===== config.mk =====
export PLATFORM = sky130hd
export DESIGN_NAME = fp64_to_i32_trunc
export DESIGN_NICKNAME = d
export VERILOG_FILES = /design/src/rtl/fp64i32_pkg.sv /design/src/rtl/fp_field_decode.sv /design/src/rtl/fp_trunc_core.sv /design/src/rtl/fp_range_pack.sv /design/src/rtl/fp64_to_i32_trunc.sv
export SDC_FILE = /design/constraint.sdc
export NUM_CORES = 1
export LEC_CHECK = 0
export BUFFER_PORTS_ARGS = -buffer_cell sky130_fd_sc_hd__buf_2
export CAP_MARGIN = 0
export CORE_MARGIN = 4
export CORE_UTILIZATION = 39
export DETAILED_ROUTE_END_ITERATION = 10
export PLACE_DENSITY_LB_ADDON = 0.15
export SYNTH_ARGS = -nofsm -noshare
export SYNTH_HDL_FRONTEND = slang
export SYNTH_SLANG_ARGS = --single-unit
export TNS_END_PERCENT = 20

===== constraint.sdc =====
create_clock -name clk -period 12.9 [get_ports clk]
set_input_delay 0 -clock clk [delete_from_list [all_inputs] [get_ports clk]]
set_output_delay 0 -clock clk [all_outputs]
set_load 0.01 [all_outputs]

===== src/rtl/fp64i32_pkg.sv =====
// Package: shared operand class encoding for the binary64 to int32 converter.
// Assumes: nothing beyond IEEE 754 binary interchange field layout.
package fp64i32_pkg;

    typedef enum logic [2:0] {
        FPC_ZERO = 3'd0,
        FPC_SUBN = 3'd1,
        FPC_NORM = 3'd2,
        FPC_INF  = 3'd3,
        FPC_NAN  = 3'd4
    } fp_class_e;

endpackage


===== src/rtl/fp_field_decode.sv =====
// Module: fp_field_decode
// Splits a binary floating-point operand into sign, biased exponent and
// significand (implied one restored for normals) and classifies it.
// Assumes: sign is the top bit, exponent directly below, fraction at bit 0.
module fp_field_decode
    import fp64i32_pkg::*;
#(
    parameter int EXP_W  = 11,
    parameter int FRAC_W = 52,
    localparam int OP_W   = 1 + EXP_W + FRAC_W,
    localparam int MANT_W = FRAC_W + 1
) (
    input  logic [OP_W-1:0]   operand,
    output logic              sign,
    output logic [EXP_W-1:0]  exp_biased,
    output logic [MANT_W-1:0] mant,
    output fp_class_e         cls
);

    logic [FRAC_W-1:0] frac;
    logic              exp_zero;
    logic              exp_ones;
    logic              frac_zero;

    assign sign       = operand[OP_W-1];
    assign exp_biased = operand[OP_W-2:FRAC_W];
    assign frac       = operand[FRAC_W-1:0];
    assign exp_zero   = (exp_biased == '0);
    assign exp_ones   = (exp_biased == '1);
    assign frac_zero  = (frac == '0);

    // Restore the implied leading one only for normal encodings.
    assign mant = {~exp_zero, frac};

    // Sort the operand into one of five classes.
    always_comb begin
        if (exp_ones)       cls = frac_zero ? FPC_INF : FPC_NAN;
        else if (exp_zero)  cls = frac_zero ? FPC_ZERO : FPC_SUBN;
        else                cls = FPC_NORM;
    end

endmodule


===== src/rtl/fp_trunc_core.sv =====
// Module: fp_trunc_core
// Aligns the significand of a normal operand to the integer point, keeping
// the integer part as an unsigned magnitude and reporting discarded bits.
// Assumes: FRAC_W >= INT_W - 1, so an in-range value is a right shift.
module fp_trunc_core
    import fp64i32_pkg::*;
#(
    parameter int EXP_W  = 11,
    parameter int FRAC_W = 52,
    parameter int INT_W  = 32,
    localparam int MANT_W = FRAC_W + 1,
    localparam int BIAS   = (1 << (EXP_W - 1)) - 1,
    localparam int SH_W   = $clog2(MANT_W + 1)
) (
    input  logic [EXP_W-1:0]  exp_biased,
    input  logic [MANT_W-1:0] mant,
    input  fp_class_e         cls,
    output logic [INT_W-1:0]  mag,
    output logic              too_big,
    output logic              lost
);

    logic [EXP_W-1:0]  unb_exp;
    logic [EXP_W-1:0]  sh_full;
    logic [SH_W-1:0]   sh;
    logic [MANT_W-1:0] shifted;
    logic [MANT_W-1:0] drop_mask;
    logic              below_one;
    logic              over_width;

    assign below_one  = (exp_biased < EXP_W'(BIAS));
    assign over_width = (exp_biased >= EXP_W'(BIAS + INT_W));
    assign unb_exp    = exp_biased - EXP_W'(BIAS);
    assign sh_full    = EXP_W'(FRAC_W) - unb_exp;
    assign sh         = sh_full[SH_W-1:0];
    assign shifted    = mant >> sh;
    assign drop_mask  = ~({MANT_W{1'b1}} << sh);

    // Pick magnitude, overflow and discard status by operand class.
    always_comb begin
        mag     = '0;
        too_big = 1'b0;
        lost    = 1'b0;
        unique case (cls)
            FPC_NORM: begin
                if (below_one) begin
                    lost = 1'b1;
                end else if (over_width) begin
                    too_big = 1'b1;
                end else begin
                    mag  = shifted[INT_W-1:0];
                    lost = |(mant & drop_mask);
                end
            end
            FPC_SUBN: lost = 1'b1;
            FPC_INF, FPC_NAN: too_big = 1'b1;
            default: ;
        endcase
    end

endmodule


===== src/rtl/fp_range_pack.sv =====
// Module: fp_range_pack
// Applies the signed range limits, substitutes the indefinite code for any
// unrepresentable value, negates in-range negatives and masks inexact.
// Assumes: mag is the truncated magnitude when too_big is clear.
module fp_range_pack
    import fp64i32_pkg::*;
#(
    parameter int INT_W = 32
) (
    input  logic             sign,
    input  fp_class_e        cls,
    input  logic [INT_W-1:0] mag,
    input  logic             too_big,
    input  logic             lost,
    output logic [INT_W-1:0] result,
    output logic             invalid,
    output logic             inexact
);

    localparam logic [INT_W-1:0] INDEF = {1'b1, {(INT_W-1){1'b0}}};

    logic top_set;
    logic rest_set;
    logic range_bad;

    assign top_set  = mag[INT_W-1];
    assign rest_set = |mag[INT_W-2:0];

    // Positive limit is 2^(W-1)-1; negative limit is -2^(W-1).
    assign range_bad = too_big | (top_set & (~sign | rest_set));

    // Form the flags; NaN and infinity are always invalid.
    always_comb begin
        invalid = (cls == FPC_NAN) || (cls == FPC_INF) || range_bad;
        inexact = lost & ~invalid;
    end

    // Select the indefinite code, or the signed truncated value.
    always_comb begin
        if (invalid)    result = INDEF;
        else if (sign)  result = INT_W'(~mag + 1'b1);
        else            result = mag;
    end

endmodule


===== src/rtl/fp64_to_i32_trunc.sv =====
// Module: fp64_to_i32_trunc
// Top of the truncating binary64 to int32 converter. Decodes, aligns and
// range-checks one operand; REG_OUT=1 registers the outputs one clock
// after the strobe, REG_OUT=0 passes them straight through.
// Assumes: synchronous active-low reset; operand only sampled with in_valid.
module fp64_to_i32_trunc
    import fp64i32_pkg::*;
#(
    parameter int EXP_W   = 11,
    parameter int FRAC_W  = 52,
    parameter int INT_W   = 32,
    parameter bit REG_OUT = 1'b1,
    localparam int OP_W   = 1 + EXP_W + FRAC_W,
    localparam int MANT_W = FRAC_W + 1
) (
    input  logic             clk,
    input  logic             rst_n,
    input  logic             in_valid,
    input  logic [OP_W-1:0]  in_operand,
    output logic             out_valid,
    output logic [INT_W-1:0] out_result,
    output logic             out_invalid,
    output logic             out_inexact
);

    localparam logic [INT_W-1:0] INDEF = {1'b1, {(INT_W-1){1'b0}}};

    logic              dec_sign;
    logic [EXP_W-1:0]  dec_exp;
    logic [MANT_W-1:0] dec_mant;
    fp_class_e         dec_cls;
    logic [INT_W-1:0]  core_mag;
    logic              core_big;
    logic              core_lost;
    logic [INT_W-1:0]  nxt_result;
    logic              nxt_invalid;
    logic              nxt_inexact;

    fp_field_decode #(.EXP_W(EXP_W), .FRAC_W(FRAC_W)) u_decode (
        .operand    (in_operand),
        .sign       (dec_sign),
        .exp_biased (dec_exp),
        .mant       (dec_mant),
        .cls        (dec_cls)
    );

    fp_trunc_core #(.EXP_W(EXP_W), .FRAC_W(FRAC_W), .INT_W(INT_W)) u_core (
        .exp_biased (dec_exp),
        .mant       (dec_mant),
        .cls        (dec_cls),
        .mag        (core_mag),
        .too_big    (core_big),
        .lost       (core_lost)
    );

    fp_range_pack #(.INT_W(INT_W)) u_pack (
        .sign    (dec_sign),
        .cls     (dec_cls),
        .mag     (core_mag),
        .too_big (core_big),
        .lost    (core_lost),
        .result  (nxt_result),
        .invalid (nxt_invalid),
        .inexact (nxt_inexact)
    );

    generate
        if (REG_OUT) begin : g_reg
            // Capture the converted value on each strobe; hold otherwise.
            always_ff @(posedge clk) begin
                if (!rst_n) begin
                    out_valid   <= 1'b0;
                    out_result  <= '0;
                    out_invalid <= 1'b0;
                    out_inexact <= 1'b0;
                end else begin
                    out_valid <= in_valid;
                    if (in_valid) begin
                        out_result  <= nxt_result;
                        out_invalid <= nxt_invalid;
                        out_inexact <= nxt_inexact;
                    end
                end
            end

            // output strobe is the input strobe one clock later.
            p_strobe_follows_r12: assert property (@(posedge clk) disable iff (!rst_n)
                in_valid |=> out_valid);
            p_strobe_quiet_r12: assert property (@(posedge clk) disable iff (!rst_n)
                !in_valid |=> !out_valid);
            // outputs hold while no operand arrives.
            p_hold_r12: assert property (@(posedge clk) disable iff (!rst_n)
                !in_valid |=> ($stable(out_result) && $stable(out_invalid)
                               && $stable(out_inexact)));
            // an invalid result carries the indefinite code.
            p_indef_on_invalid_r3: assert property (@(posedge clk) disable iff (!rst_n)
                (out_valid && out_invalid) |-> (out_result == INDEF));
            // the two flags never coincide.
            p_flags_exclusive_r11: assert property (@(posedge clk) disable iff (!rst_n)
                out_valid |-> !(out_invalid && out_inexact));
            // NaN operands always raise invalid.
            p_nan_invalid_r5: assert property (@(posedge clk) disable iff (!rst_n)
                (in_valid && (in_operand[OP_W-2:FRAC_W] == '1)
                 && (in_operand[FRAC_W-1:0] != '0)) |=> out_invalid);
            // signed zeros convert to 0 with no flag.
            p_zero_clean_r7: assert property (@(posedge clk) disable iff (!rst_n)
                (in_valid && (in_operand[OP_W-2:0] == '0)) |=>
                (out_result == '0 && !out_invalid && !out_inexact));
        end else begin : g_comb
            assign out_valid   = in_valid;
            assign out_result  = nxt_result;
            assign out_invalid = nxt_invalid;
            assign out_inexact = nxt_inexact;
        end
    endgenerate

endmodule


Word-level counts from Yosys, hierarchy flattened
Index checks and enable logic that the tools add are counted.
{"block": "classes", "shift": 2, "n_mux": 15, "magnitude_cmp": 2, "n_reduce_logical": 7, "add_sub_neg": 3, "n_eq_ne": 5, "bitwise_logic": 10}
{"op": "32-bit two-way mux", "count": 5}
{"op": "53-bit AND", "count": 1}
{"op": "53-bit NOT", "count": 1}
{"op": "53-bit OR reduction", "count": 1}
{"op": "53-bit by 6-bit left shift with 53-bit output, first input constant", "count": 1}
{"op": "53-bit by 6-bit right shift with 32-bit output", "count": 1}
{"op": "52-bit logical NOT", "count": 1}
{"op": "32-bit by 1-bit adder with 32-bit output, second input constant", "count": 1}
{"op": "32-bit NOT", "count": 1}
{"op": "31-bit OR reduction", "count": 1}
{"op": "11-bit equality test, second input constant", "count": 1}
{"op": "11-bit greater-or-equal comparator, second input constant", "count": 1}
{"op": "11-bit logical NOT", "count": 1}
{"op": "11-bit by 10-bit less-than comparator with 1-bit output, second input constant", "count": 1}
{"op": "3-bit two-way mux", "count": 3}
{"op": "3-bit by 2-bit equality test with 1-bit output, second input constant", "count": 2}
{"op": "6-bit subtractor, first input constant", "count": 1}
{"op": "6-bit subtractor, second input constant", "count": 1}
{"op": "1-bit two-way mux", "count": 5}
{"op": "1-bit case mux with 2 select lines", "count": 2}
{"op": "3-bit by 1-bit equality test with 1-bit output, second input constant", "count": 1}
{"op": "3-bit equality test, second input constant", "count": 1}
{"op": "1-bit NOT", "count": 3}
{"op": "1-bit AND", "count": 2}
{"op": "other kinds (3)", "count": 5}
{"block": "word_totals", "output_inout_bits": 35, "word_cells": 48, "inputBits": 67, "ff_bits": 35}

Logic depth before layout (Yosys ltp)
Gate-level depths: netlist of the first run.
{"block": "logic_depth", "depth_word": 13, "ltp_mapped": 23, "ltp_nobuf": 15}

Modules after synthesis
A second synthesis of the first run with hierarchy kept.
{"block": "hier_totals", "hier_cells": 863, "hier_area_um2": 7114.3}
{"module": "fp_trunc_core", "seq_area_each_um2": 0.0, "n_inst": 1, "cells_each": 518, "area_per_inst_um2": 4175.3}
{"module": "fp64_to_i32_trunc", "seq_area_each_um2": 700.7, "n_inst": 1, "cells_each": 111, "area_per_inst_um2": 1342.5}
{"module": "fp_range_pack", "seq_area_each_um2": 0.0, "n_inst": 1, "cells_each": 140, "area_per_inst_um2": 920.9}
{"module": "fp_field_decode", "seq_area_each_um2": 0.0, "n_inst": 1, "cells_each": 94, "area_per_inst_um2": 675.6}

Worst setup path before layout of the first run
Ideal clock, no wire load.
{"block": "synth_timing", "path_kind": "input to register", "start": "input in_operand[54]", "end": "register out_result[4]", "stages": 23, "setup_slack_ps": 8231, "setup_time_ps": 59, "n_path_buf": 11, "arrival_ps": 4610, "required_ps": 12841, "cell_sequence": "buf_2 > buf_4 > inv_1 > buf_2 > clkbuf_1 > ha_1 > buf_2 > buf_4 > buf_2 > buf_2 > buf_2 > buf_1 > nor2_1 > nor2_1 > a2111oi_0 > a22oi_1 > ha_1 > nand3_1 > nand4bb_4 > o41a_4 > buf_6 > o32ai_1 > and2_1"}
{"block": "synth_via", "elab_chain_len": 12, "word_cells_on_any_way": 30, "cone_classes": "add/sub: 3; order compare: 2; eq/ne: 4; shift: 1; mux: 10; bitwise: 5; reduce/logical: 5"}
{"item": "start, declared", "line": "fp64_to_i32_trunc.sv:19", "text": "input logic [OP_W-1:0] in_operand,"}
{"item": "branches (longest 11 deep; another with 32-bit by 1-bit adder with 32-bit output)"}
{"item": "32-bit two-way mux *", "line": "fp_range_pack.sv:40", "text": "if (invalid) result = INDEF;"}
{"item": "end signal, assigned", "line": "fp64_to_i32_trunc.sv:79", "text": "out_result <= nxt_result;"}
{"item": "end, declared", "line": "fp64_to_i32_trunc.sv:21", "text": "output logic [INT_W-1:0] out_result,"}
Mark *: on every way between the ends.
A chain may end at the register's enable or synchronous reset.

Final worst setup path of the first run
{"block": "layout_timing", "start": "input in_operand[54]", "end": "register out_result[22]"}
Same word-level chain as after synthesis.

==> results of run 1 <==
worst max path at each step:
stage	start	to	slack [ns]	cells past startpoint
after floorplan	in_operand[54]	out_result[4]$_SDFFE_PN0P_	8.23	23
after global placement	in_operand[54]	out_result[16]$_SDFFE_PN0P_	7.84	14
after detailed placement	in_operand[54]	out_result[23]$_SDFFE_PN0P_	7.71	14
after CTS	in_operand[54]	out_result[27]$_SDFFE_PN0P_	7.99	14
after global routing	in_operand[54]	out_result[27]$_SDFFE_PN0P_	7.48	14
final	in_operand[54]	out_result[22]$_SDFFE_PN0P_	7.95	15
layout by cell type, fill, tap and decap left out, types with 5 or more instances in the layout:
cell type  count
dfxtp_1       35
o22ai_1       36
mux4_2        38
nand2b_1      14
or4_1          6
nor4_1        19
a22o_1        23
o32ai_1       19
a22oi_1       11
a221o_1        5
nor2_1        58
buf_2        100
o31ai_1       17
ha_1           5
o211ai_1       6
xnor2_1       16
xor2_1        11
nand3_1       22
a221oi_1       8
or2_2          8
and2_1        23
o21ai_0       39
a21oi_1       30
a2111oi_0      7
nand2_1       53
o21a_1         8
a2bb2oi_1      5
buf_4         15
mux2_2        42
o2bb2ai_1      6
nor3_1        26
o41ai_1        5
nor2b_1       12
o221ai_1       5
nand4_1       11
mux2i_1       59
clkbuf_16      5
a211oi_1      13
inv_1         18
power by group:
group	switching (mW)	leakage (nW)	internal [mW]
Sequential	0.000972	0.283	0.110
Combinational	0.205	2.65	0.115
Clock	0.0448	0.0733	0.0704
Total	0.251	3.01	0.296
worst max-delay path, delay by kind of cell:
| kind | cells | cell delay, ns |
|---|---|---|
| adder cells (fa/ha/maj) | 2 | 0.56 |
| buffers and inverters | 4 | 1.47 |
| AO/OA/AOI/OAI | 4 | 1.57 |
| AND/OR/NAND/NOR | 4 | 1.05 |
| multiplexers | 1 | 0.49 |
flip-flops by register name, indices dropped and copies added, names as in the netlist:
register     flops
out_invalid      1
out_result      32
out_inexact      1
out_valid        1
cell families (layout without fill, tap and decap cells):
family / after synthesis / after routing / share of synthesized area
compound gates: 297 / 297 / 0.3087
xor+xnor: 29 / 29 / 0.03524
simple gates: 277 / 277 / 0.2042
flops: 35 / 35 / 0.09722
fa+ha+maj: 6 / 6 / 0.01042
buf+inv: 108 / 144 / 0.07118
mux: 143 / 143 / 0.2731
per-layer routing:
layer | GRT usage | wire length, µm | up-vias
met5 | 0 | 0 | -
met4 | 0.1189 | 1688 | 0
met3 | 0.09151 | 3880 | 121
met2 | 0.4392 | 13550 | 612
met1 | 0.4108 | 12870 | 3977
li1 | - | - | 3650
cell type report:
class                           count  area share
Multi-Input combinational cell    752      0.7678
Sequential cell                    35     0.08941
Timing Repair Buffer              115     0.07824
Tap cell                          229     0.03656
Clock buffer                        5     0.01597
Inverter                           21     0.01006
Clock inverter                      3    0.001916
metrics by stage:
step                      power (mW)  setup WS [ns]
after floorplan               0.3219          8.231
after global placement        0.4232          7.843
after detailed placement      0.4195          7.710
after CTS                     0.5368          7.992
after global routing          0.5703          7.479
final                         0.5464          7.954
==> out/results.tsv, run 1 <==
metric	value	unit
max cap viols	0	
post-layout util	0.4333	
PwrDens	69.73	nW/µm²
worst slew pin tran	1.165	ns
HPWL after detailed placement	24120	µm
#FFs+latches synth	35	
cell area after synthesis	7207	µm²
Rel. slew slack	0.2009	
RSZ-0062 raised after global routing	no	
Mapped Cells	895	
register area	700.7	µm²
Post-CTS Resized	0	
Clock Latency Late Sink	0.28	ns
Min Clock Period, post-route	4.946	ns
number of synthesized flops with an enable pin	0	
Worst Path Max Fanout	32	
CTS Hold Bufs	0	
Yosys top cell area share	0.1188	
Critical Path RT	13.12	ns
most common flop cell mapped by yosys	dfxtp_1	
Die Footprint	20720	µm²
total grt overflow	0	
Initial Util	0.3985	
DRC Markers	0	
worst hold endpoint	out_result[12]$_SDFFE_PN0P_	
top cells by area, synth	mux4_2 12%, dfxtp_1 9.7%, mux2i_1 8.2%, mux2_2 6.6%, o22ai_1 3.1%	
Inserted Clock Buffers	5	
Peak VDD IR	0.05233	mV
Hold Vio Cnt, Final	0	
hold_ws	0.06824	ns
area leader, netlist	mux4_2	
maximum clock rate	0.2022	GHz
ys async rst share	0	
Layout area overhead	8.733	%
Static Leakage	3.005	nW
Worst Setup Start Kind	input port	
Diodes inserted	0	
routability cong.	1.026	
Setup TNS	0	ns
setup violation total in the final timing report	0	
post-synthesis sequential area ratio	0.09722	
RR Startpoint	out_result[0]$_SDFFE_PN0P_	
launch point of the worst hold path	rst_n	
Clock Skews	0	ns
clk slew on worst S/H paths	0.05	ns
synth warn	0	
Die W	143.9	µm
clock tree buffer depth	2	
DP Area	7696	µm²
H-tree depth	2	
Worst EP arrival	5.17	ns
share of layout cells above drive strength 1	0.2492	
setup bufs post-CTS	0	
dpl cells	1152	
syn_area_per_cell	8.052	µm²
Root Driver	clkbuf_16	
first-pass GRT wire length	47830	µm
largest net degree at the start of global routing	75	
routed len/inst	27.57	µm
Core ar.	18090	µm²
die height	143.9	µm
1st-iter DRT viols	1213	
synth cell count leaders	59 x mux2i_1, 58 x nor2_1, 53 x nand2_1, 46 x clkbuf_1, 42 x mux2_2	
max incr delay on CP	0.85	ns
Final Instance Area	7836	µm²
synth unique cells	88	
vias in the first global route	7660	
Finished Layout Cells	1160	
Crit. End Element	flop	
multi-input logic area	6017	µm²
via count	8360	
final WL	31980	µm
count leader, synth	mux2i_1	
outcome	completed	
crit share post-route	0.3834	
all-layer global routing usage	0.2997	
initial antenna violation count	0	
TritonRoute pass-1 iters	6	
FF-to-FF End	out_result[0]$_SDFFE_PN0P_	
WS Path Type	in -> reg	
CTS Sinks	35	
Syn Nets	968	
CTS tree	done	
IO Count	102	
CP Cell Sequence	buf_2 -> inv_1 -> ha_2 -> buf_4 -> clkinv_1 -> mux4_2 -> and2_1 -> o21ai_0 -> a22oi_1 -> ha_1 -> nand3_1 -> nand4bb_4 -> o41a_4 -> nor2_4 -> a22o_1	
max-slew violations	0	
Filler cells	1861	
drt via density	7.207	
R2R depth	3	
# rows	49	
Final ANT Viol Nets	0	
PortBufs	101	
fin nets	1003	
Hold Path Depth	2	
Crit-path slowest cell	clkinv_1	
R2R Setup Slk	12.19	ns
Hold WC Path Type	in -> reg	
Note: power is estimated with default switching activity, not from simulation.
==> run 2, diff against run 1 <==
--- a/config.mk
+++ b/config.mk
@@ -5,6 +5,7 @@
 export SDC_FILE = /design/constraint.sdc
 export NUM_CORES = 1
 export LEC_CHECK = 0
+export ABC_AREA = 1
 export BUFFER_PORTS_ARGS = -buffer_cell sky130_fd_sc_hd__buf_2
 export CAP_MARGIN = 0
 export CORE_MARGIN = 4
==> constraint.sdc (replaced) <==
create_clock -name clk -period 5.12 [get_ports clk]
set_input_delay 0 -clock clk [delete_from_list [all_inputs] [get_ports clk]]
set_output_delay 0 -clock clk [all_outputs]
set_load 0.01 [all_outputs]
==> out/results.tsv, run 2 <==
metric	value	unit	change
Initial Util	0.3967		-0.001794
Syn Nets	1369		+41%
Inserted Clock Buffers	5		unchanged
most flop-heavy register	out_result		
Finished Layout Cells	1569		+35%
H-tree depth	2		unchanged
fin nets	1421		+42%
post-layout util	0.4360		+0.002705
Clock Latency Late Sink	0.28	ns	about the same
Core ar.	16520	µm²	-8.6%
routed len/inst	18.02	µm	-35%
Setup TNS	0	ns	unchanged
Post-CTS Resized	0		unchanged
R2R depth	2		-1
clock tree buffer depth	2		unchanged
CTS tree	done		
combinational power share	0.575		-0.011
multi-input logic area	5154	µm²	-14%
max-slew violations	0		unchanged
Pwr Total	1.535	mW	+180%
#FFs+latches synth	35		unchanged
synth warn	0		unchanged
synth cell count leaders	494 x nand2_1, 327 x nand3_1, 95 x nor2_1, 69 x inv_1, 46 x a21oi_1		
register share of total power	0.195		-0.008
NetSw	0.7573	mW	+200%
CTS Sinks	35		unchanged
Min Clock Period, post-route	3.680	ns	
Hold WC Path Type	in -> reg		
IO Count	102		unchanged
count leader, synth	nand2_1		
Filler cells	1911		+2.7%
Mapped Cells	1296		+45%
final WL	28280	µm	-12%
Die Footprint	18950	µm²	-8.6%
maximum clock rate	0.2717	GHz	
Die W	137.6	µm	-4.4%
clk slew on worst S/H paths	0.06	ns	about the same
setup violation total in the final timing report	0		unchanged
Worst Path Max Fanout	63		+97%
register area	700.7	µm²	unchanged
share of layout cells above drive strength 1	0.1216		-0.1276
Yosys top cell area share	0.2829		+0.1641
1st-iter DRT viols	1202		-0.91%
dpl cells	1559		+35%
Critical Path RT	5.32	ns	-7.80 ns
most common cell after layout, fill and taps aside	nand2_1		
# rows	47		-4.1%
largest net degree at the start of global routing	64		-15%
Final ANT Viol Nets	0		unchanged
Final WS setup	1.440	ns	-6.514 ns
first-pass GRT wire length	43960	µm	-8.1%
crit share post-route	0.7187		
R2R Setup Slk	4.38	ns	-7.81 ns
most common flop cell mapped by yosys	dfxtp_1		
PortBufs	101		unchanged
synth unique cells	43		-51%
drt via density	5.700		-21%
Static Leakage	3.807	nW	+27%
Rel. slew slack	0.3067		+0.1058
RR Startpoint	out_result[31]$_SDFFE_PN0P_		
die height	137.6	µm	-4.4%
post-synthesis sequential area ratio	0.1069		+0.009668
Peak VDD IR	0.1486	mV	+180%
area leader, netlist	nand2_1		
HPWL after detailed placement	22430	µm	-7.0%
DRC Markers	0		unchanged
Hold Path Depth	3		+1
worst slew pin tran	1.039	ns	-0.1265 ns
total grt overflow	0		unchanged
Root Driver	clkbuf_16		
Largest register FFs	32		unchanged
all-layer global routing usage	0.2966		-0.003027
P_int	0.7775	mW	+160%
most frequent cells in the layout	494 x nand2_1, 327 x nand3_1, 101 x buf_2, 95 x nor2_1, 69 x inv_1		
launch point of the worst hold path	in_valid		
RSZ-0062 raised after global routing	no		
Clock Skews	0	ns	unchanged
pre-CTS WS	1.201	ns	-6.510 ns
max cap viols	0		unchanged
ys async rst share	0		unchanged
initial antenna violation count	0		unchanged
routability cong.	1.046		+2.0%
top cells by area, synth	nand2_1 28%, nand3_1 25%, dfxtp_1 11%, nor2_1 5.4%, inv_1 4.0%		
cell area after synthesis	6555	µm²	-9.0%
TritonRoute pass-1 iters	5		-1
Crit. End Element	flop		
outcome	completed		
PwrDens	213.0	nW/µm²	+210%
Net Sw Frac	0.4934		+0.03461
WS Path Type	in -> reg		
worst hold endpoint	out_invalid$_SDFFE_PN0P_		
number of synthesized flops with an enable pin	0		unchanged
Clock power frac	0.230		+0.019
Worst Setup Start Kind	input port		
Diodes inserted	0		unchanged
syn_area_per_cell	5.058	µm²	-37%
vias in the first global route	7993		+4.3%
via count	8943		+7.0%
FF-to-FF End	out_result[31]$_SDFFE_PN0P_		
Hold Vio Cnt, Final	0		unchanged
Worst EP arrival	3.88	ns	-1.29 ns
Layout area overhead	9.906	%	
[run 2: cell count changes after synthesis, moves of 37 or more]
cell / previous run / this run
mux2_2: 42 / 0
inv_1: 18 / 69
mux2i_1: 59 / 0
nor2_1: 58 / 95
nand3_1: 22 / 327
mux4_2: 38 / 0
nand2_1: 53 / 494
[run 2: layout make-up]
| type | count | area share |
|---|---|---|
| clock buffers | 5 | 0.01737 |
| clock inverters | 3 | 0.006078 |
| inverters | 78 | 0.04133 |
| multi-input cells | 1114 | 0.7154 |
| flip-flops and latches | 35 | 0.09726 |
| well taps | 220 | 0.03821 |
| repair buffers | 114 | 0.08440 |
[run 2: power groups by stage]
stage	registers, mW	logic [mW]	clock network (mW)
final	0.299	0.883	0.353
after global routing	0.301	0.978	0.370
after CTS	0.299	0.861	0.358
after detailed placement	0.304	0.856	0
after global placement	0.304	0.860	0
after floorplan	0.312	0.602	0
[run 2: repair_timing]
item                      in CTS  in global routing
hold buffers                   2                  0
hold endpoints to repair       2                  0
buffers inserted               0                  0
[run 2: kinds of logic (layout without fill, tap and decap cells)]
family,Yosys count,in the layout,synth area share
AND/OR/NAND/NOR,998,998,0.6761
buffers and inverters,147,200,0.1069
AO/OA/AOI/OAI,102,102,0.08799
flip-flops,35,35,0.1069
XOR/XNOR,8,8,0.01069
adder cells (fa/ha/maj),6,6,0.01145
[run 2: worst max-delay path by stage]
stage	startpoint	end	slack, ns	cells after the start
after floorplan	in_operand[54]	out_result[10]$_SDFFE_PN0P_	2.02	26
after global placement	in_operand[54]	out_result[16]$_SDFFE_PN0P_	1.25	18
after detailed placement	in_operand[53]	out_result[15]$_SDFFE_PN0P_	1.20	18
after CTS	in_operand[53]	out_result[18]$_SDFFE_PN0P_	1.50	18
after global routing	in_operand[53]	out_result[30]$_SDFFE_PN0P_	1.05	18
final	in_operand[54]	out_result[15]$_SDFFE_PN0P_	1.44	18
[run 2: per-layer routing]
metal,wire (µm),GRT usage,vias up
met4,682,0.07206,0
met2,12250,0.4534,446
met1,12460,0.4175,4019
met3,2888,0.07195,60
li1,-,-,4418
met5,0,0,-
[run 2: per-stage QoR]
stage	hold slack (ns)	cell area (µm²)
4_1_cts	0.02326	7204
2_1_floorplan	0.09345	6555
5_1_grt	0.08518	7204
3_3_place_gp	0.2239	7015
6_report	0.03001	7204
3_5_place_dp	0.2223	7015
[run 2: worst max-delay path, cell delays in order]
cell     delay, ns
buf_2         0.11
buf_4         0.54
nand2_1       0.13
nand3_2       0.13
nand2_4       0.24
nor2_2        0.37
inv_2         0.10
a21oi_1       0.26
nor2_1        0.11
nand2_1       0.14
nand2_1       0.13
nor2_1        0.21
nand2_1       0.10
nor2_2        0.14
nand3_2       0.09
a21oi_4       0.68
nand3_1       0.19
a21oi_1       0.16
==> run 3, diff against run 2 <==
==> constraint.sdc (replaced) <==
create_clock -name clk -period 3.65 [get_ports clk]
set_input_delay 0 -clock clk [delete_from_list [all_inputs] [get_ports clk]]
set_output_delay 0 -clock clk [all_outputs]
set_load 0.01 [all_outputs]
==> out/results.tsv, run 3 (same netlist as run 2, synthesis figures left out) <==
metric	value	unit	change
Worst EP arrival	3.33	ns	-0.55 ns
routed len/inst	18.73	µm	+3.9%
Initial Util	0.3967		unchanged
Root Driver	clkbuf_16		
R2R Setup Slk	2.96	ns	-1.42 ns
worst slew pin tran	1.147	ns	+0.1084 ns
Layout area overhead	12.06	%	
Hold Path Depth	3		unchanged
Max Used Layer	met4		
1st-iter DRT viols	1164		-3.2%
routed wl met2	12450	µm	+1.7%
Die Footprint	18950	µm²	unchanged
Net Sw Frac	0.5098		+0.01635
routability cong.	1.010		-3.4%
RR Startpoint	out_result[12]$_SDFFE_PN0P_		
HPWL after detailed placement	23900	µm	+6.5%
Core ar.	16520	µm²	unchanged
Clock Skews	0	ns	unchanged
worst hold endpoint	out_invalid$_SDFFE_PN0P_		
max-slew violations	0		unchanged
DRC Markers	0		unchanged
outcome	completed		
Worst Path Max Fanout	50		-21%
Crit path buffers/inverters	5		+2
setup bufs post-CTS	0		unchanged
# rows	47		unchanged
vias in the first global route	8296		+3.8%
met1 wire length	13490	µm	+8.3%
max cap viols	0		unchanged
initial antenna violation count	0		unchanged
Min Clock Period, post-route	3.136	ns	
Clock power frac	0.199		-0.031
share of layout cells above drive strength 1	0.1325		+0.01093
combinational power share	0.605		+0.030
Die W	137.6	µm	unchanged
Setup TNS	0	ns	unchanged
Crit. End Element	flop		
Hold Vio Cnt, Final	0		unchanged
NetSw	1.090	mW	+44%
Pwr Total	2.137	mW	+39%
final WL	29710	µm	+5.0%
CTS Sinks	35		unchanged
FF-to-FF End	out_result[12]$_SDFFE_PN0P_		
R2R depth	2		unchanged
Inserted Clock Buffers	5		unchanged
most frequent cells in the layout	494 x nand2_1, 327 x nand3_1, 101 x buf_2, 95 x nor2_1, 69 x inv_1		
Post-CTS Resized	0		unchanged
H-tree depth	2		unchanged
via count	9132		+2.1%
most common cell after layout, fill and taps aside	nand2_1		
setup violation total in the final timing report	0		unchanged
crit share post-route	0.8591		
Final ANT Viol Nets	0		unchanged
drt via density	5.758		+1.0%
max incr delay on CP	0.45	ns	-0.23 ns
Clock Latency Late Sink	0.28	ns	about the same
IO Count	102		unchanged
Static Leakage	3.883	nW	+2.0%
Filler cells	1989		+4.1%
launch point of the worst hold path	in_valid		
fin nets	1438		+1.2%
clk slew on worst S/H paths	0.06	ns	about the same
Worst Setup Start Kind	input port		
first-pass GRT wire length	46210	µm	+5.1%
CTS Hold Bufs	2		unchanged
most frequent CP cell	nand2_1		
Crit-path slowest cell	buf_4		
clock tree buffer depth	2		unchanged
maximum clock rate	0.3189	GHz	
Diodes inserted	0		unchanged
CP Cell Sequence	buf_2 -> inv_4 -> buf_4 -> nand2_1 -> nand3_2 -> nand2_4 -> nor2_2 -> inv_2 -> a21oi_1 -> nor2_1 -> nand2_1 -> nand2_1 -> nor2_1 -> nand2_1 -> nor2_2 -> nand3_2 -> a21oi_4 -> buf_12 -> nand3_1 -> a21oi_1		
TritonRoute pass-1 iters	6		+1
PwrDens	291.0	nW/µm²	+37%
PortBufs	101		unchanged
Critical Path RT	3.84	ns	-1.48 ns
Hold WC Path Type	in -> reg		
Peak VDD IR	0.1987	mV	+34%
register share of total power	0.196		about the same
cell family with most CP delay	simple AND/OR/NAND/NOR gates		
WS Path Type	in -> reg		
CTS tree	done		
met3 wire length	2998	µm	+3.8%
die height	137.6	µm	unchanged
Largest register FFs	32		unchanged
largest net degree at the start of global routing	53		-17%
P_int	1.048	mW	+35%
most flop-heavy register	out_result		
Rel. slew slack	0.2344		-0.07238
all-layer global routing usage	0.3137		+0.01706
total grt overflow	0		unchanged
RSZ-0062 raised after global routing	no		
==> run 3: cell types whose count changed in the layout (fill, tap and decap cells not counted), sizes merged <==
cell,before,now
buf,112,129
clkinvlp,0,2
bufinv,1,0
clkinv,2,1
==> run 3: worst register-to-register path, cell delays in order (launching register included) <==
cell and delay, ns:
dfxtp_1 0.40, nand2_1 0.07, a21oi_1 0.14
==> run 3: per-stage QoR <==
stage               setup slack (ns)  instances  instance area, µm²  utilization  hold slack [ns]
CTS                           0.6026       1586                7346       0.4445          0.04119
global route                  0.2675       1586                7346       0.4445          0.06813
detailed placement            0.3110       1576                7181       0.4345           0.2269
global placement              0.2814       1576                7181       0.4345           0.2282
finish                        0.5143       1586                7346       0.4445          0.04029
floorplan                     0.5528       1296                6555            -          0.09345
==> run 3: worst max path at each step <==
stage / endpoint / slack [ns] / start / cells past startpoint
after global routing: out_result[20]$_SDFFE_PN0P_ / 0.27 / in_operand[55] / 21
final: out_result[18]$_SDFFE_PN0P_ / 0.51 / in_operand[54] / 20
after CTS: out_result[18]$_SDFFE_PN0P_ / 0.60 / in_operand[54] / 20
after floorplan: out_result[10]$_SDFFE_PN0P_ / 0.55 / in_operand[54] / 26
after detailed placement: out_result[21]$_SDFFE_PN0P_ / 0.31 / in_operand[54] / 20
after global placement: out_result[22]$_SDFFE_PN0P_ / 0.28 / in_operand[54] / 20
==> run 3: per-layer routing <==
layer / vias up / global-route usage
met3: 59 / 0.06903
met5: - / 0
met2: 485 / 0.4601
met1: 4144 / 0.4591
li1: 4444 / -
met4: 0 / 0.08204
==> run 3: area by class of cell <==
class / instances / area (µm²) / share of cell area
Clock buffer: 5 / 125.1 / 0.01703
Clock inverter: 3 / 20.02 / 0.002725
Inverter: 78 / 297.8 / 0.04054
Multi-Input combinational cell: 1114 / 5154 / 0.7016
Sequential cell: 35 / 700.7 / 0.09538
Tap cell: 220 / 275.3 / 0.03747
Timing Repair Buffer: 131 / 773.2 / 0.1053
==> run 3: power by group through the flow <==
stage          sequential, mW  clock (mW)  combinational [mW]
2_1_floorplan           0.437           0               0.845
3_3_place_gp            0.426           0                1.26
3_5_place_dp            0.426           0                1.25
4_1_cts                 0.418       0.436                1.26
5_1_grt                 0.421       0.453                1.43
6_report                0.418       0.426                1.29
